### src/rtl/acc_filter_pkg.sv
package acc_filter_pkg;

  localparam int ID_W = 29;
  localparam int STD_LSB = 18;

  typedef struct packed {
    logic            valid;
    logic            use_mask;
    logic            newdat;
    logic            eob;
    logic            dir;
    logic            ext;
    logic [ID_W-1:0] id;
    logic            mask_ext;
    logic [ID_W-1:0] id_mask;
  } obj_word_t;

  localparam int OBJ_W = $bits(obj_word_t);

  typedef enum logic {ST_IDLE = 1'b0, ST_SCAN = 1'b1} scan_state_t;

endpackage

### src/rtl/acc_filter_cmp.sv
module acc_filter_cmp
  import acc_filter_pkg::*;
(
  input  logic            valid,
  input  logic            use_mask,
  input  logic            dir,
  input  logic            ext,
  input  logic [ID_W-1:0] id,
  input  logic            mask_ext,
  input  logic [ID_W-1:0] id_mask,
  input  logic [ID_W-1:0] frm_id,
  input  logic            frm_ext,
  input  logic            frm_rtr,
  output logic            hit
);

  logic [ID_W-1:0] care;
  logic            ext_ok;
  logic            id_ok;

  always_comb begin
    care = use_mask ? id_mask : {ID_W{1'b1}};
    if (!frm_ext) begin
      care[STD_LSB-1:0] = '0;
    end
    ext_ok = (use_mask && !mask_ext) || (ext == frm_ext);
    id_ok  = ((id ^ frm_id) & care) == '0;
    hit    = valid && (dir == frm_rtr) && ext_ok && id_ok;
  end

endmodule

### src/rtl/acc_filter_walker.sv
module acc_filter_walker #(
  parameter int NUM_OBJ = 32,
  localparam int ADDR_W = $clog2(NUM_OBJ),
  localparam int CNT_W  = ADDR_W + 1
) (
  input  logic              clk,
  input  logic              rst_n,
  input  logic              load,
  input  logic              stop,
  output logic              rd_en,
  output logic [ADDR_W-1:0] rd_addr,
  output logic              cmp_vld,
  output logic [ADDR_W-1:0] cmp_addr,
  output logic              cmp_last
);

  localparam logic [CNT_W-1:0]  END_CNT  = CNT_W'(NUM_OBJ);
  localparam logic [ADDR_W-1:0] LAST_ADR = ADDR_W'(NUM_OBJ - 1);

  logic              active_q, active_d;
  logic [CNT_W-1:0]  issue_q, issue_d;
  logic              vld_q, vld_d;
  logic [ADDR_W-1:0] caddr_q, caddr_d;

  assign rd_en    = active_q && (issue_q < END_CNT);
  assign rd_addr  = issue_q[ADDR_W-1:0];
  assign cmp_vld  = vld_q;
  assign cmp_addr = caddr_q;
  assign cmp_last = (caddr_q == LAST_ADR);

  always_comb begin
    active_d = active_q;
    issue_d  = issue_q;
    vld_d    = vld_q;
    caddr_d  = caddr_q;
    if (load) begin
      active_d = 1'b1;
      issue_d  = '0;
      vld_d    = 1'b0;
    end else if (stop) begin
      active_d = 1'b0;
      vld_d    = 1'b0;
    end else if (active_q) begin
      vld_d = rd_en;
      if (rd_en) begin
        issue_d = issue_q + 1'b1;
        caddr_d = issue_q[ADDR_W-1:0];
      end
    end
  end

  always_ff @(posedge clk or negedge rst_n) begin
    if (!rst_n) begin
      active_q <= 1'b0;
      issue_q  <= '0;
      vld_q    <= 1'b0;
      caddr_q  <= '0;
    end else begin
      active_q <= active_d;
      issue_q  <= issue_d;
      vld_q    <= vld_d;
      caddr_q  <= caddr_d;
    end
  end

endmodule

### src/rtl/acc_filter_scan.sv
module acc_filter_scan
  import acc_filter_pkg::*;
#(
  parameter int NUM_OBJ = 32,
  localparam int ADDR_W = $clog2(NUM_OBJ),
  localparam int IDX_W  = $clog2(NUM_OBJ + 1)
) (
  input  logic              clk,
  input  logic              rst_n,
  input  logic              start_i,
  input  logic [ID_W-1:0]   rx_id_i,
  input  logic              rx_ext_i,
  input  logic              rx_rtr_i,
  output logic              ram_rd_en_o,
  output logic [ADDR_W-1:0] ram_addr_o,
  input  logic [OBJ_W-1:0]  ram_rdata_i,
  output logic              done_o,
  output logic              match_o,
  output logic [IDX_W-1:0]  obj_idx_o,
  output logic              hit_newdat_o,
  output logic              hit_eob_o
);

  scan_state_t state_q, state_d;

  logic [ID_W-1:0] cap_id_q;
  logic            cap_ext_q;
  logic            cap_rtr_q;

  obj_word_t         obj;
  logic              load;
  logic              finish;
  logic              hit;
  logic              cmp_vld;
  logic              cmp_last;
  logic [ADDR_W-1:0] cmp_addr;

  logic             done_q, match_q, nd_q, eob_q;
  logic [IDX_W-1:0] idx_q;

  assign obj    = obj_word_t'(ram_rdata_i);
  assign load   = start_i && (state_q == ST_IDLE);
  assign finish = (state_q == ST_SCAN) && cmp_vld && (hit || cmp_last);

  acc_filter_walker #(.NUM_OBJ(NUM_OBJ)) u_walk (
    .clk      (clk),
    .rst_n    (rst_n),
    .load     (load),
    .stop     (finish),
    .rd_en    (ram_rd_en_o),
    .rd_addr  (ram_addr_o),
    .cmp_vld  (cmp_vld),
    .cmp_addr (cmp_addr),
    .cmp_last (cmp_last)
  );

  acc_filter_cmp u_cmp (
    .valid    (obj.valid),
    .use_mask (obj.use_mask),
    .dir      (obj.dir),
    .ext      (obj.ext),
    .id       (obj.id),
    .mask_ext (obj.mask_ext),
    .id_mask  (obj.id_mask),
    .frm_id   (cap_id_q),
    .frm_ext  (cap_ext_q),
    .frm_rtr  (cap_rtr_q),
    .hit      (hit)
  );

  always_comb begin
    state_d = state_q;
    case (state_q)
      ST_IDLE: if (load)   state_d = ST_SCAN;
      ST_SCAN: if (finish) state_d = ST_IDLE;
      default:             state_d = ST_IDLE;
    endcase
  end

  always_ff @(posedge clk or negedge rst_n) begin
    if (!rst_n) begin
      state_q <= ST_IDLE;
    end else begin
      state_q <= state_d;
    end
  end

  always_ff @(posedge clk or negedge rst_n) begin
    if (!rst_n) begin
      cap_id_q  <= '0;
      cap_ext_q <= 1'b0;
      cap_rtr_q <= 1'b0;
    end else if (load) begin
      cap_id_q  <= rx_id_i;
      cap_ext_q <= rx_ext_i;
      cap_rtr_q <= rx_rtr_i;
    end
  end

  always_ff @(posedge clk or negedge rst_n) begin
    if (!rst_n) begin
      done_q  <= 1'b0;
      match_q <= 1'b0;
      idx_q   <= '0;
      nd_q    <= 1'b0;
      eob_q   <= 1'b0;
    end else begin
      done_q  <= finish;
      match_q <= finish && hit;
      idx_q   <= (finish && hit) ? (IDX_W'(cmp_addr) + IDX_W'(1)) : '0;
      nd_q    <= finish && hit && obj.newdat;
      eob_q   <= finish && hit && obj.eob;
    end
  end

  assign done_o       = done_q;
  assign match_o      = match_q;
  assign obj_idx_o    = idx_q;
  assign hit_newdat_o = nd_q;
  assign hit_eob_o    = eob_q;

endmodule

### config.mk
export PLATFORM = sky130hd
export DESIGN_NAME = acc_filter_scan
export DESIGN_NICKNAME = d
export VERILOG_FILES = /design/src/rtl/acc_filter_pkg.sv /design/src/rtl/acc_filter_cmp.sv /design/src/rtl/acc_filter_walker.sv /design/src/rtl/acc_filter_scan.sv
export SDC_FILE = /design/constraint.sdc
export NUM_CORES = 1
export LEC_CHECK = 0
export ABC_AREA = 1
export BUFFER_PORTS_ARGS = -buffer_cell sky130_fd_sc_hd__buf_2
export CAP_MARGIN = 10
export CORE_UTILIZATION = 50
export CTS_CLUSTER_SIZE = 8
export DETAILED_ROUTE_END_ITERATION = 16
export PLACE_DENSITY = 0.9
export SLEW_MARGIN = 20
export SYNTH_ARGS = -nofsm -noshare
export SYNTH_HDL_FRONTEND = slang
export SYNTH_SLANG_ARGS = --single-unit
### constraint.sdc
create_clock -name clk -period 2 [get_ports clk]
set_clock_uncertainty 0.1 [all_clocks]
set_input_delay 0.3 -clock clk [delete_from_list [all_inputs] [get_ports clk]]
set_output_delay 0.3 -clock clk [all_outputs]
set_load 0.02 [all_outputs]
# Yosys cells after proc, flatten, opt, wreduce, memory -nomap -nowiden
# Index checks and enable logic that the tools add are counted.
[word_totals] latch_bits=0 mem_bits_rw=0 mem_count=0 mem_bits_ro=0 register_bits=55 wordCells=61 output_inout_bits=16
[classes] div_mod_pow=0 n_reduce_logical=21 n_bitwise=5 n_lt_le_gt_ge=1 n_shift=0 n_mux=15 n_mul=0 addsub=2 eq_ne=4
[ops] operator="$mux 6" count=5
[ops] operator="$and 29x29->29" count=1
[ops] operator="$logic_not 29->1" count=1
[ops] operator="$mux 29" count=1
[ops] operator="$xor 29x29->29" count=1
[ops] operator="$mux 18" count=1
[ops] operator="$logic_and 1x1->1" count=11
[ops] operator="$mux 1" count=7
[ops] operator="$add 5x1->6 const B" count=1
[ops] operator="$add 6x1->6 const B" count=1
[ops] operator="$lt 6x6->1 const B" count=1
[ops] operator="$reduce_bool 2->1" count=3
[ops] operator="$eq 5x5->1 const B" count=1
[ops] operator="$reduce_and 4->1" count=1
[ops] operator="$not 1->1" count=3
[ops] operator="$reduce_and 3->1" count=1
[ops] operator="$reduce_bool 3->1" count=1
[ops] operator="$eq 1x1->1" count=2
[ops] operator="$logic_or 1x1->1" count=2
[ops] operator="$ne 2x2->1 const B" count=1
[ops] operator="$pmux 1 s2" count=1
[ops] operator="$logic_not 1->1" count=1

# Longest topological paths before layout
# Gate-level depths: netlist of run 1.
[depth] depth_word=9 depth_mapped=13

# Cells and area by module
# From an unflattened synthesis of run 1, not the netlist that was laid out.
[hier_totals] cells_unflattened=497 hier_area_um2=3229.3
[by_module_without_submodules] mod="acc_filter_scan" n_inst=1 cells_each=174 seq_area_each_um2=1051.0 area_each_um2=1580.3
[by_module_without_submodules] mod="acc_filter_cmp" n_inst=1 cells_each=252 seq_area_each_um2=0.0 area_each_um2=1004.7
[by_module_without_submodules] mod="acc_filter_walker" n_inst=1 cells_each=71 seq_area_each_um2=325.3 area_each_um2=644.4

# Least setup slack after synthesis of run 1
# No wires, ideal clock.
[synth_path] kind="register -> register" startpoint="register u_walk.caddr_q[0], in the netlist u_walk.cmp_addr[0]" endpoint="register u_walk.issue_q[2]" required_time_ps=1834 arrival_ps=1476 path_stages_with_launch=9 setup_slack_ps=358 cell_sequence="dfrtp_1 -> ha_1 -> nand2_1 -> nor2_1 -> ha_1 -> nand3_1 -> clkbuf_1 -> nand4_1 -> nand2_1"
[synth_between] elab_chain_len=5
[synth_rtl] item="from (decl)" line="acc_filter_walker.sv:23" text="logic [ADDR_W-1:0] caddr_q, caddr_d;"
[synth_rtl] item="from (signal assigned)" line="acc_filter_walker.sv:62" text="caddr_q <= caddr_d;"
[synth_rtl] item="$eq 5x5->1" line="acc_filter_walker.sv:29" text="assign cmp_last = (caddr_q == LAST_ADR);"
[synth_rtl] item="$logic_or 1x1->1" line="acc_filter_scan.sv:43" text="assign finish = (state_q == ST_SCAN) && cmp_vld && (hit || cmp_last);"
[synth_rtl] item="$logic_and 1x1->1" line="acc_filter_scan.sv:43"
[synth_rtl] item="$ne 2x2->1 (no source line)"
[synth_rtl] item="$reduce_and 3->1 (no source line)"
[synth_rtl] item="to (signal assigned)" line="acc_filter_walker.sv:60" text="issue_q <= issue_d;"
[synth_rtl] item="to (decl)" line="acc_filter_walker.sv:21" text="logic [CNT_W-1:0] issue_q, issue_d;"
# Every way passes these cells.
# A chain may end at the register's enable or synchronous reset.

# Worst setup path after layout of run 1
[layout_path] startpoint="register cap_ext_q" endpoint="register u_walk.issue_q[2]"
[layout_between] elab_chain_len=8 elab_cells_between_ends=11 classes_between="eq/ne: 2; mux: 1; bitwise: 1; reduce/logical: 7"
[layout_rtl] item="from (decl)" line="acc_filter_scan.sv:27" text="logic cap_ext_q;"
[layout_rtl] item="from (signal assigned)" line="acc_filter_scan.sv:95" text="cap_ext_q <= rx_ext_i;"
[layout_rtl] item="$mux 18 / $eq 1x1->1 (equally long branches)" line="acc_filter_cmp.sv:23, acc_filter_cmp.sv:26"
[layout_rtl] item="$and 29x29->29 / $logic_or 1x1->1 (equally long branches)" line="acc_filter_cmp.sv:27, acc_filter_cmp.sv:26"
[layout_rtl] item="$logic_not 29->1 / $logic_and 1x1->1 (equally long branches)" line="acc_filter_cmp.sv:27, acc_filter_cmp.sv:28"
[layout_rtl] item="$logic_and 1x1->1 *" line="acc_filter_cmp.sv:28" text="hit = valid && (dir == frm_rtr) && ext_ok && id_ok;"
[layout_rtl] item="$logic_or 1x1->1 *" line="acc_filter_scan.sv:43"
[layout_rtl] item="$logic_and 1x1->1 *" line="acc_filter_scan.sv:43"
[layout_rtl] item="$ne 2x2->1 (no source line) *"
[layout_rtl] item="$reduce_and 3->1 (no source line) *"
# Every way passes the cells marked *; elsewhere a longest branch is shown, timed or not.

==> results by group, run 1 <==
Worst setup path
  – Worst setup EP type: flip-flop
  – WP depth: 10
  – Buf/Inv on CP: 1
  – WP data required: 2.09 ns
  – Reg2reg path depth: 10
  – Worst path most repeated cell: nand2_1
  – Critical Path, Cell by Cell: or2_2 > nand3_1 > nand2_1 > nor2_2 > nand2_1 > nor2_1 > nand2_2 > buf_4 > nand4_1 > nand2_1
  – Crit Path Class: flip-flop to flip-flop
  – Worst setup SP type: flip-flop
  – Highest net fanout along the worst path: 19
  – Largest stage delay on the critical path: 0.45 ns
  – Slowest cell on the critical path: dfrtp_2
  – WP data arrival: ~1.9 ns
  – Worst path top cell family by delay: simple AND/OR/NAND/NOR gates

Place
  – DP HPWL: approximately 6200 µm
  – Final GP Congestion: approximately 0.83
  – Pre-CTS setup slack: around 0.084 ns
  – I/O Buffers: approximately 110
  – Inst Count DP: 658

Detailed routing
  – Wire per inst: 12.1 µm
  – Remaining DRCs: 0
  – DR vias/cell: 4.85
  – Remaining antenna violation count: 0
  – DRT iter0 DRCs: about 170
  – DRT Pass-1 Iters: 4
  – Drt total wl: 8040 µm
  – Via count: 3233

Logic synthesis
  – Cell Area, Synth: 3200 µm²
  – Compound-Gate Fraction of Synth Area: 0.0438
  – Distinct cells, synth: 22
  – Commonest cells post-synth: 190 x nand2_1, 74 x inv_1, 64 x nor2_1
  – Largest family of logic cells by synthesized area: simple AND/OR/NAND/NOR gates
  – Post-synthesis mux area share: 0
  – Synth top area share: 0.431
  – Simple-gate share of the synthesized area: 0.372
  – Syn avg cell area: roughly 6.7 µm²
  – Syn Nets: 581
  – Top cells by area, synth: dfrtp_1 43%, nand2_1 22%, inv_1 8.7%
  – Count leader, synth: nand2_1
  – Main flop type after synthesis: dfrtp_1
  – Post-synth ARST share: 1.00
  – Gate Count Post-Synth: between 400 and 500
  – Flops & latches, synth: 55
  – Seq/Total Area, Yosys: 0.431
  – Yosys warning count: 0
  – Adder-cell share of the synthesized area: 0.0117
  – Post-synth EDFFs: 0
  – Synth Area in XOR/XNOR: 0.0137
  – Biggest area consumer among synthesized cells: dfrtp_1

Floorplan
  – Chip Height: 82.0 µm
  – Die Area: ~6700 µm²
  – Initial Utilization: 0.527
  – DIE WIDTH: 82.0 µm
  – Site Rows: 28
  – I/O pins: about 120
  – Core area: approximately 6100 µm²

Pwr
  – VDD IR-drop max: 0.719 mV
  – Leak: 2.44 nW
  – Pwr per Cell Area: 826 nW/µm²

Clocking
  – Post-CTS Setup Inserts: 0
  – Clk_lat worst skew: 0.30 ns
  – # H-tree levels: 2
  – Cts bufs inserted: 5
  – Clock sinks: 55
  – Root buffer cell: clkbuf_8
  – CTS tree: done
  – Clock buffer depth: 2
  – Clk pin slew, worst setup/hold paths: around 0.1 ns

Cells and area
  – Non-Filler Instances: 667
  – Final nets: around 690
  – Antenna cells: 0
  – Area added between synthesis and finish: 22.9%
  – Proportion of layout cells with a drive suffix above 1: 0.240

Global route
  – GRT Util Overall: 0.243
  – Initial antenna violation count: 0
  – First-pass GRT wire length: approximately 13000 µm
  – Number of global-route vias before repair: 2961
  – Global route overflow: 0
  – Pin count of the biggest net entering global routing: 24

STA
  – Setup violations, final: 0
  – Minimum clock period: 1.84 ns
  – Fmax achieved: 544 MHz
  – Slew HR: 0.707
  – Tightest Pin Transition: 0.440 ns
  – Pins Over Slew Limit: 0
  – Worst setup margin: 0.163 ns
  – Fin. Hold Viols: 0
  – Final Cycle Share: 0.918

Flow run
  – Max-cap violations: 0

Outcome
  – Status: completed

Worst hold path
  – HP Class: primary input to flip-flop
  – Hold Path Cell Cnt: 3
[per-layer routing]
layer  wire (µm)  global-route usage
met1        3510               0.295
met2        3910               0.433
met3         520              0.0489
met4         104              0.0684
met5           0                   0
[stage by stage]
stage	total power, W	hold WS, ns	instance area [µm²]	util	TNS (ns)
2_1_floorplan	0.00227	-0.0956	3200	-	0
3_3_place_gp	0.00252	0.160	3810	0.629	0
3_5_place_dp	0.00259	0.161	3810	0.629	0
4_1_cts	0.00326	0.0875	3920	0.647	0
5_1_grt	0.00350	0.0946	3930	0.648	-0.00492
6_report	0.00325	0.0875	3930	0.648	0
[sequential cells by signal (all words and copies together) (netlist names)]
| register | flops |
|---|---|
| obj_idx_o | 6 |
| u_walk.issue_q | 6 |
| state_q | 1 |
| cap_id_q | 29 |
| u_walk.active_q | 1 |
| match_o | 1 |
| done_o | 1 |
| hit_eob_o | 1 |
| u_walk.cmp_vld | 1 |
| cap_ext_q | 1 |
| cap_rtr_q | 1 |
| hit_newdat_o | 1 |
| u_walk.cmp_addr | 5 |
[cells in the final DEF (no fill, tap or decap), types with 2 or more instances in the layout]
| cell type | Yosys | routed |
|---|---|---|
| dfrtp_1 | 55 | 54 |
| nand4_1 | 12 | 12 |
| or2_2 | 5 | 5 |
| ha_1 | 3 | 3 |
| nand3_1 | 18 | 18 |
| xor2_1 | 3 | 3 |
| clkbuf_8 | 0 | 7 |
| nor3b_2 | 2 | 2 |
| xnor2_1 | 2 | 2 |
| nand2_1 | 190 | 190 |
| a21oi_1 | 11 | 11 |
| buf_2 | 1 | 114 |
| buf_4 | 7 | 9 |
| o21ai_0 | 17 | 17 |
| nor2_1 | 64 | 62 |
| inv_1 | 74 | 74 |
[worst min-delay path, cell delays in order]
cell and delay (ns):
buf_2 0.07, nand2_1 0.04, nand2_1 0.05
[report_power, final]
group	switching [W]	internal (W)	total, W	leakage (nW)
Combinational	0.000632	0.000439	0.00107	1.70
Clock	0.000354	0.000317	0.000672	0.0515
Sequential	0.000193	0.00131	0.00150	0.687
Total	0.00118	0.00207	0.00325	2.44
[cell type report]
class,instances,area (µm²)
flip-flops and latches,55,1380
inverters,76,290
multi-input cells,329,1420
clock buffers,8,100
well taps,75,93.8
repair buffers,124,648
fillers,535,2130
[timing repair]
action | 4_1_cts | 5_1_grt
endpoints found under the hold margin | 17 | 0
resized for setup | 0 | 5
hold buffers | 1 | 0
endpoints found under the setup margin | 0 | 19
[cell families (layout without fill, tap and decap cells)]
logic type / after synthesis / after routing
AO/OA/AOI/OAI: 28 / 28
XOR/XNOR: 5 / 5
adder cells (fa/ha/maj): 3 / 3
buffers and inverters: 95 / 208
flip-flops: 55 / 55
AND/OR/NAND/NOR: 293 / 293
[final timing paths]
kind | from | to | slack (ns)
max | cap_ext_q | u_walk.issue_q[2] | 0.16
min | rx_id_i[9] | cap_id_q[9] | 0.09
max reg2reg | cap_ext_q | u_walk.issue_q[2] | 0.16
min reg2reg | cap_id_q[24] | cap_id_q[24] | 0.39
max in group asynchronous | rst_n | cap_ext_q | 0.81
min in group asynchronous | rst_n | cap_id_q[3] | 0.36
Note: power is estimated with default switching activity, not from simulation.
==> inputs of run 2 (changes only) <==
Settings changed: SKIP_CTS_REPAIR_TIMING set to 1, SYNTH_HIERARCHICAL set to 1.
==> results by group, run 2 <==
Cells and area
  – Design Area, Final: 4080 µm² (+3.9%)
  – Leading cell type in the layout, fill and taps excluded: nand2_1
  – Proportion of layout cells with a drive suffix above 1: 0.271 (+0.0307)
  – Most flop-heavy register: cap_id_q
  – Final nets: 721 (+4.0%)
  – Area added between synthesis and finish: 26.5%
  – Commonest cells after routing, fill and taps aside: 219 x nand2_1, 114 x buf_2, 82 x inv_1
  – Number of flip-flops in the largest register: 29 (unchanged)
  – Antenna cells: 0 (unchanged)

Worst setup path
  – Reg2reg path depth: 14 (+4)
  – Crit Path Class: flip-flop to flip-flop
  – Worst setup EP type: flip-flop
  – WP data arrival: 2.23 ns (+0.30 ns)
  – WP data required: 2.11 ns (+0.02 ns)
  – Critical Path, Cell by Cell: buf_6 > o21ai_2 > nor2_1 > nor2_2 > nand2_1 > nor2_1 > nand2_1 > nor2_2 > nor2_2 > nor2_4 > nor2_2 > inv_2 > nor2_8 > o21a_1
  – Crit Reg-Reg Endpoint: u_walk/cmp_addr[0]
  – RR Startpoint: cap_ext_q
  – Slowest cell on the critical path: dfrtp_2
  – Highest net fanout along the worst path: 7 (-12)
  – R2R setup slack: -0.12 ns (-0.29 ns)
  – Worst path most repeated cell: nor2_2
  – Worst setup SP type: flip-flop
  – Largest stage delay on the critical path: 0.47 ns (+0.02 ns)

Pwr
  – VDD IR-drop max: 0.794 mV (+11%)
  – Leak: 2.50 nW (+2.6%)
  – Logic pwr share: 0.272 (-0.058)
  – NetSw: 0.000929 W (-21%)
  – Pwr per Cell Area: 666 nW/µm² (-19%)
  – Switch share: 0.341 (-0.0219)
  – Pint: 0.00179 W (-13%)
  – Reg power frac: 0.500 (+0.037)
  – Clock power share: 0.228 (+0.021)

STA
  – Setup violations, final: 16 (+16)
  – Minimum clock period: 2.12 ns (+0.286 ns)
  – Pins Over Slew Limit: 0 (unchanged)
  – Tightest Pin Transition: 0.354 ns (-0.0854 ns)
  – Fin. Hold Viols: 0 (unchanged)
  – Slew HR: 0.764 (+0.0569)
  – RSZ-0062 raised after global routing: yes
  – Fmax achieved: 471 MHz (-13%)
  – Final Cycle Share: 1.06 (+0.143)
  – Worst setup margin: -0.123 ns (-0.286 ns)
  – Hold slack: 0.0804 ns (-0.00714 ns)

Global route
  – Initial antenna violation count: 0 (unchanged)
  – Pin count of the biggest net entering global routing: 33 (+38%)
  – Number of global-route vias before repair: 3110 (+5.0%)
  – GRT Util Overall: 0.252 (+0.00914)
  – First-pass GRT wire length: 13000 µm (+2.8%)
  – Global route overflow: 0 (unchanged)

Detailed routing
  – DR vias/cell: 4.81 (-0.79%)
  – Wire per inst: 12.3 µm (+2.2%)
  – Drt total wl: 8580 µm (+6.7%)
  – Remaining DRCs: 0 (unchanged)
  – Remaining antenna violation count: 0 (unchanged)
  – DRT Pass-1 Iters: 5 (+1)
  – DRT iter0 DRCs: 149 (-12%)
  – Via count: 3347 (+3.5%)

Logic synthesis
  – Synth top area share: 0.426 (-0.00434)
  – Cell Area, Synth: 3230 µm² (+1.0%)
  – Count leader, synth: nand2_1
  – Syn avg cell area: 6.50 µm² (-2.6%)
  – Flops & latches, synth: 55 (unchanged)
  – Seq/Total Area, Yosys: 0.426 (-0.00434)
  – Post-synth EDFFs: 0 (unchanged)
  – Main flop type after synthesis: dfrtp_1
  – Syn Nets: 598 (+2.9%)
  – Post-synth ARST share: 1.00 (unchanged)
  – Distinct cells, synth: 26 (+18%)
  – Yosys warning count: 6 (+6)
  – Commonest cells post-synth: 222 x nand2_1, 82 x inv_1, 64 x nor2_1
  – Gate Count Post-Synth: 497 (+3.8%)
  – Biggest area consumer among synthesized cells: dfrtp_1
  – Top cells by area, synth: dfrtp_1 43%, nand2_1 26%, inv_1 9.5%

Clocking
  – Clock buffer depth: 2 (unchanged)
  – Clk_lat worst skew: 0.31 ns (about the same)
  – Clk pin slew, worst setup/hold paths: 0.10 ns (about the same)
  – Clock sinks: 55 (unchanged)
  – Cts bufs inserted: 5 (unchanged)
  – CTS tree: done
  – # H-tree levels: 2 (unchanged)
  – Root buffer cell: clkbuf_8

Place
  – Final GP Congestion: 0.840 (+0.89%)
  – Cell Area, Placed: 3920 µm² (+2.8%)
  – DP HPWL: 6490 µm (+5.3%)
  – I/O Buffers: 114 (unchanged)

Floorplan
  – Core area: 6060 µm² (unchanged)
  – Initial Utilization: 0.533 (+0.00537)
  – Chip Height: 82.4 µm (+0.49%)
  – Site Rows: 28 (unchanged)
  – I/O pins: 115 (unchanged)
  – Die Area: 6780 µm² (+0.99%)
  – DIE WIDTH: 82.4 µm (+0.49%)

Worst hold path
  – HP Class: primary input to flip-flop
  – Worst Hold End: cap_id_q[17]
  – Hold Path Cell Cnt: 3 (unchanged)
  – Hold Startpoint: rx_id_i[17]

Outcome
  – Status: finished, violations left
  – Failing checks: setup timing

Flow run
  – Max-cap violations: 0 (unchanged)
-- run 2: cell count changes in the layout (fill, tap and decap cells not counted), sizes merged, moves of 2 or more --
cell,change
nand2,+33
inv,+13
nand4,-10
buf,+7
a21oi,-6
clkbuf,-3
nand3,-3
nor2,+2
nor3b,-2
o21ai,-2
-- run 2: layout make-up --
cell class / count / area [µm²]
fillers: 546 / 1980
clock inverters: 3 / 18.8
multi-input cells: 340 / 1480
repair buffers: 131 / 721
flip-flops and latches: 55 / 1380
well taps: 75 / 93.8
inverters: 87 / 329
clock buffers: 5 / 68.8
-- run 2: through the flow --
stage          utilization  setup slack, ns  instances  TNS [ns]  power [W]
3_3_place_gp         0.647           -0.101        686    -0.768    0.00205
5_1_grt              0.674           -0.208        696     -3.03    0.00289
6_report             0.674           -0.123        696    -0.989    0.00272
2_1_floorplan            -           0.0617        497         0    0.00186
3_5_place_dp         0.647           -0.141        686     -1.05    0.00210
4_1_cts              0.661           -0.142        694     -1.46    0.00272
-- run 2: cells by family (layout without fill, tap and decap cells) --
logic type,Yosys count,after routing,share of synthesized area
AO/OA/AOI/OAI,22,22,0.0387
XOR/XNOR,4,4,0.0109
adder cells (fa/ha/maj),2,2,0.00775
buffers and inverters,102,226,0.134
flip-flops,55,55,0.426
AND/OR/NAND/NOR,312,312,0.383
-- run 2: critical path: cells and delay by family, from the launching register on --
kind,cells,cell delay (ns)
AO/OA/AOI/OAI,2,0.21
buffers and inverters,2,0.27
flip-flops,1,0.47
AND/OR/NAND/NOR,10,0.98
-- run 2: how the worst max path moves through the flow --
stage | from | end | cells after the start
4_1_cts | cap_ext_q | u_walk/issue_q[0] | 14
3_3_place_gp | cap_ext_q | u_walk/cmp_addr[0] | 14
6_report | cap_ext_q | u_walk/cmp_addr[0] | 14
3_5_place_dp | cap_ext_q | u_walk/issue_q[0] | 14
2_1_floorplan | cap_ext_q | u_walk/cmp_addr[0] | 15
5_1_grt | cap_ext_q | u_walk/cmp_addr[0] | 16
-- run 2: metal layers --
metal  global-route usage  up-vias  wire length, µm
met3               0.0363       20              688
met2                0.468      130             4380
met5                    0        -                0
met1                0.292     1506             3330
met4               0.0912        0              181
li1                     -     1691                -
-- run 2: power groups by stage --
stage	sequential, W	clock (W)	combinational [W]
3_3_place_gp	0.00137	0	0.000685
4_1_cts	0.00136	0.000641	0.000719
3_5_place_dp	0.00138	0	0.000716
6_report	0.00136	0.000620	0.000740
5_1_grt	0.00138	0.000673	0.000832
2_1_floorplan	0.00135	0	0.000518
==> inputs of run 3 (changes only) <==
Settings changed: REMOVE_ABC_BUFFERS set to 1.
==> results by group, run 3 (same netlist as run 2, synthesis figures left out) <==
Cells and area
  – Number of flip-flops in the largest register: 29 (unchanged)
  – Final nets: 725 (+0.55%)
  – Leading cell type in the layout, fill and taps excluded: nand2_1
  – Proportion of layout cells with a drive suffix above 1: 0.288 (+0.0175)
  – Non-Filler Instances: 700 (+0.57%)
  – Area added between synthesis and finish: 30.4%
  – Antenna cells: 0 (unchanged)
  – Util after Layout: 0.695 (+0.0209)
  – Commonest cells after routing, fill and taps aside: 218 x nand2_1, 114 x buf_2, 81 x inv_1
  – Most flop-heavy register: cap_id_q

Clocking
  – CTS tree: done
  – Clock buffer depth: 2 (unchanged)
  – Cts bufs inserted: 5 (unchanged)
  – Root buffer cell: clkbuf_8
  – Clk pin slew, worst setup/hold paths: 0.10 ns (about the same)
  – # H-tree levels: 2 (unchanged)
  – Clock sinks: 55 (unchanged)
  – Clk_lat worst skew: 0.31 ns (about the same)

Detailed routing
  – DRT iter0 DRCs: 112 (-25%)
  – DRT Pass-1 Iters: 4 (-1)
  – Via count: 3370 (+0.69%)
  – DR vias/cell: 4.81 (+0.11%)
  – Drt total wl: 8240 µm (-4.0%)
  – Remaining antenna violation count: 0 (unchanged)
  – Remaining DRCs: 0 (unchanged)
  – Wire per inst: 11.8 µm (-4.5%)

Floorplan
  – Site Rows: 28 (unchanged)
  – Chip Height: 82.4 µm (unchanged)
  – Initial Utilization: 0.533 (unchanged)
  – Core area: 6060 µm² (unchanged)
  – I/O pins: 115 (unchanged)
  – DIE WIDTH: 82.4 µm (unchanged)
  – Die Area: 6780 µm² (unchanged)

Worst setup path
  – Worst setup SP type: flip-flop
  – Reg2reg path depth: 15 (+1)
  – WP data required: 2.11 ns (about the same)
  – Highest net fanout along the worst path: 7 (unchanged)
  – Crit Path Class: flip-flop to flip-flop
  – R2R setup slack: -0.10 ns (+0.02 ns)
  – Worst setup EP type: flip-flop
  – Crit Reg-Reg Endpoint: u_walk/issue_q[4]
  – RR Startpoint: cap_ext_q
  – WP data arrival: 2.21 ns (-0.02 ns)

Global route
  – Number of global-route vias before repair: 3064 (-1.5%)
  – Initial antenna violation count: 0 (unchanged)
  – Pin count of the biggest net entering global routing: 35 (+6.1%)
  – Global route overflow: 0 (unchanged)
  – First-pass GRT wire length: 12400 µm (-4.4%)
  – GRT Util Overall: 0.240 (-0.0115)

STA
  – Setup TNS: -0.566 ns (+0.423 ns)
  – Pins Over Slew Limit: 0 (unchanged)
  – RSZ-0062 raised after global routing: yes
  – Final Cycle Share: 1.05 (-0.0108)
  – Slew HR: 0.647 (-0.116)
  – Fmax achieved: 476 MHz (+1.0%)
  – Fin. Hold Viols: 0 (unchanged)
  – Setup violations, final: 10 (-6)
  – Tightest Pin Transition: 0.529 ns (+0.175 ns)
  – Worst setup margin: -0.101 ns (+0.0215 ns)
  – Hold slack: 0.0814 ns (+0.00102 ns)
  – Minimum clock period: 2.10 ns (-0.0215 ns)

Worst hold path
  – Hold Startpoint: rx_id_i[5]
  – Worst Hold End: cap_id_q[5]
  – HP Class: primary input to flip-flop
  – Hold Path Cell Cnt: 3 (unchanged)

Place
  – Final GP Congestion: 0.871 (+3.8%)
  – I/O Buffers: 114 (unchanged)
  – Pre-CTS setup slack: -0.300 ns (-0.159 ns)
  – DP HPWL: 6130 µm (-5.5%)
  – Inst Count DP: 688 (+0.29%)

Outcome
  – Status: finished, violations left
  – Failing checks: setup timing

Pwr
  – Leak: 2.54 nW (+1.6%)
  – VDD IR-drop max: 0.767 mV (-3.5%)
  – Pwr per Cell Area: 694 nW/µm² (+4.1%)

Flow run
  – Max-cap violations: 0 (unchanged)
==> run 3: cell types whose count changed in the layout (fill, tap and decap cells not counted), sizes merged <==
cell    delta
buf        +4
inv        -2
bufinv     +1
clkbuf     +1
==> run 3: how the worst max path moves through the flow <==
stage	start	endpoint	slack (ns)
2_1_floorplan	cap_ext_q	u_walk/cmp_addr[0]	0.02
3_3_place_gp	ram_rdata_i[63]	u_walk/issue_q[0]	-0.18
3_5_place_dp	ram_rdata_i[63]	u_walk/issue_q[0]	-0.30
4_1_cts	cap_ext_q	u_walk/issue_q[0]	-0.27
5_1_grt	cap_ext_q	u_walk/cmp_addr[1]	-0.24
6_report	cap_ext_q	u_walk/issue_q[4]	-0.10
==> run 3: stage by stage <==
step,instance area (µm²),power [W]
detailed placement,3940,0.00210
global route,4210,0.00308
CTS,4060,0.00287
global placement,3940,0.00206
finish,4210,0.00292
floorplan,3130,0.00179
==> run 3: report_power, final <==
| group | switching [W] | internal (W) | total, W |
|---|---|---|---|
| clock network | 0.000357 | 0.000406 | 0.000763 |
| logic | 0.000454 | 0.000336 | 0.000790 |
| registers | 0.000139 | 0.00123 | 0.00137 |
==> run 3: area by class of cell <==
type	count	area, µm²
Tap cell	75	93.8
Inverter	87	332
Sequential cell	55	1380
Multi-Input combinational cell	340	1520
Clock inverter	2	35.0
Fill cell	494	1850
Timing Repair Buffer	135	774
Clock buffer	6	82.6
==> run 3: per-layer routing <==
layer,GRT usage,up-vias,share of wire
li1,-,1694,-
met1,0.272,1536,0.42
met2,0.451,124,0.50
met3,0.0396,16,0.065
met4,0.0860,0,0.016
met5,0,-,0
==> run 3: critical path, stage by stage (launching register included) <==
cell and delay (ns):
dfrtp_2 0.46, buf_6 0.15, nand2_2 0.05, nor2_1 0.04
nor2_1 0.10, nand2_1 0.07, nor2_2 0.11, nand2_1 0.07
nor2_2 0.15, nor2_1 0.07, nor2_2 0.18, buf_4 0.15
buf_6 0.09, nor2_4 0.03, a21oi_2 0.13, nor2_1 0.05
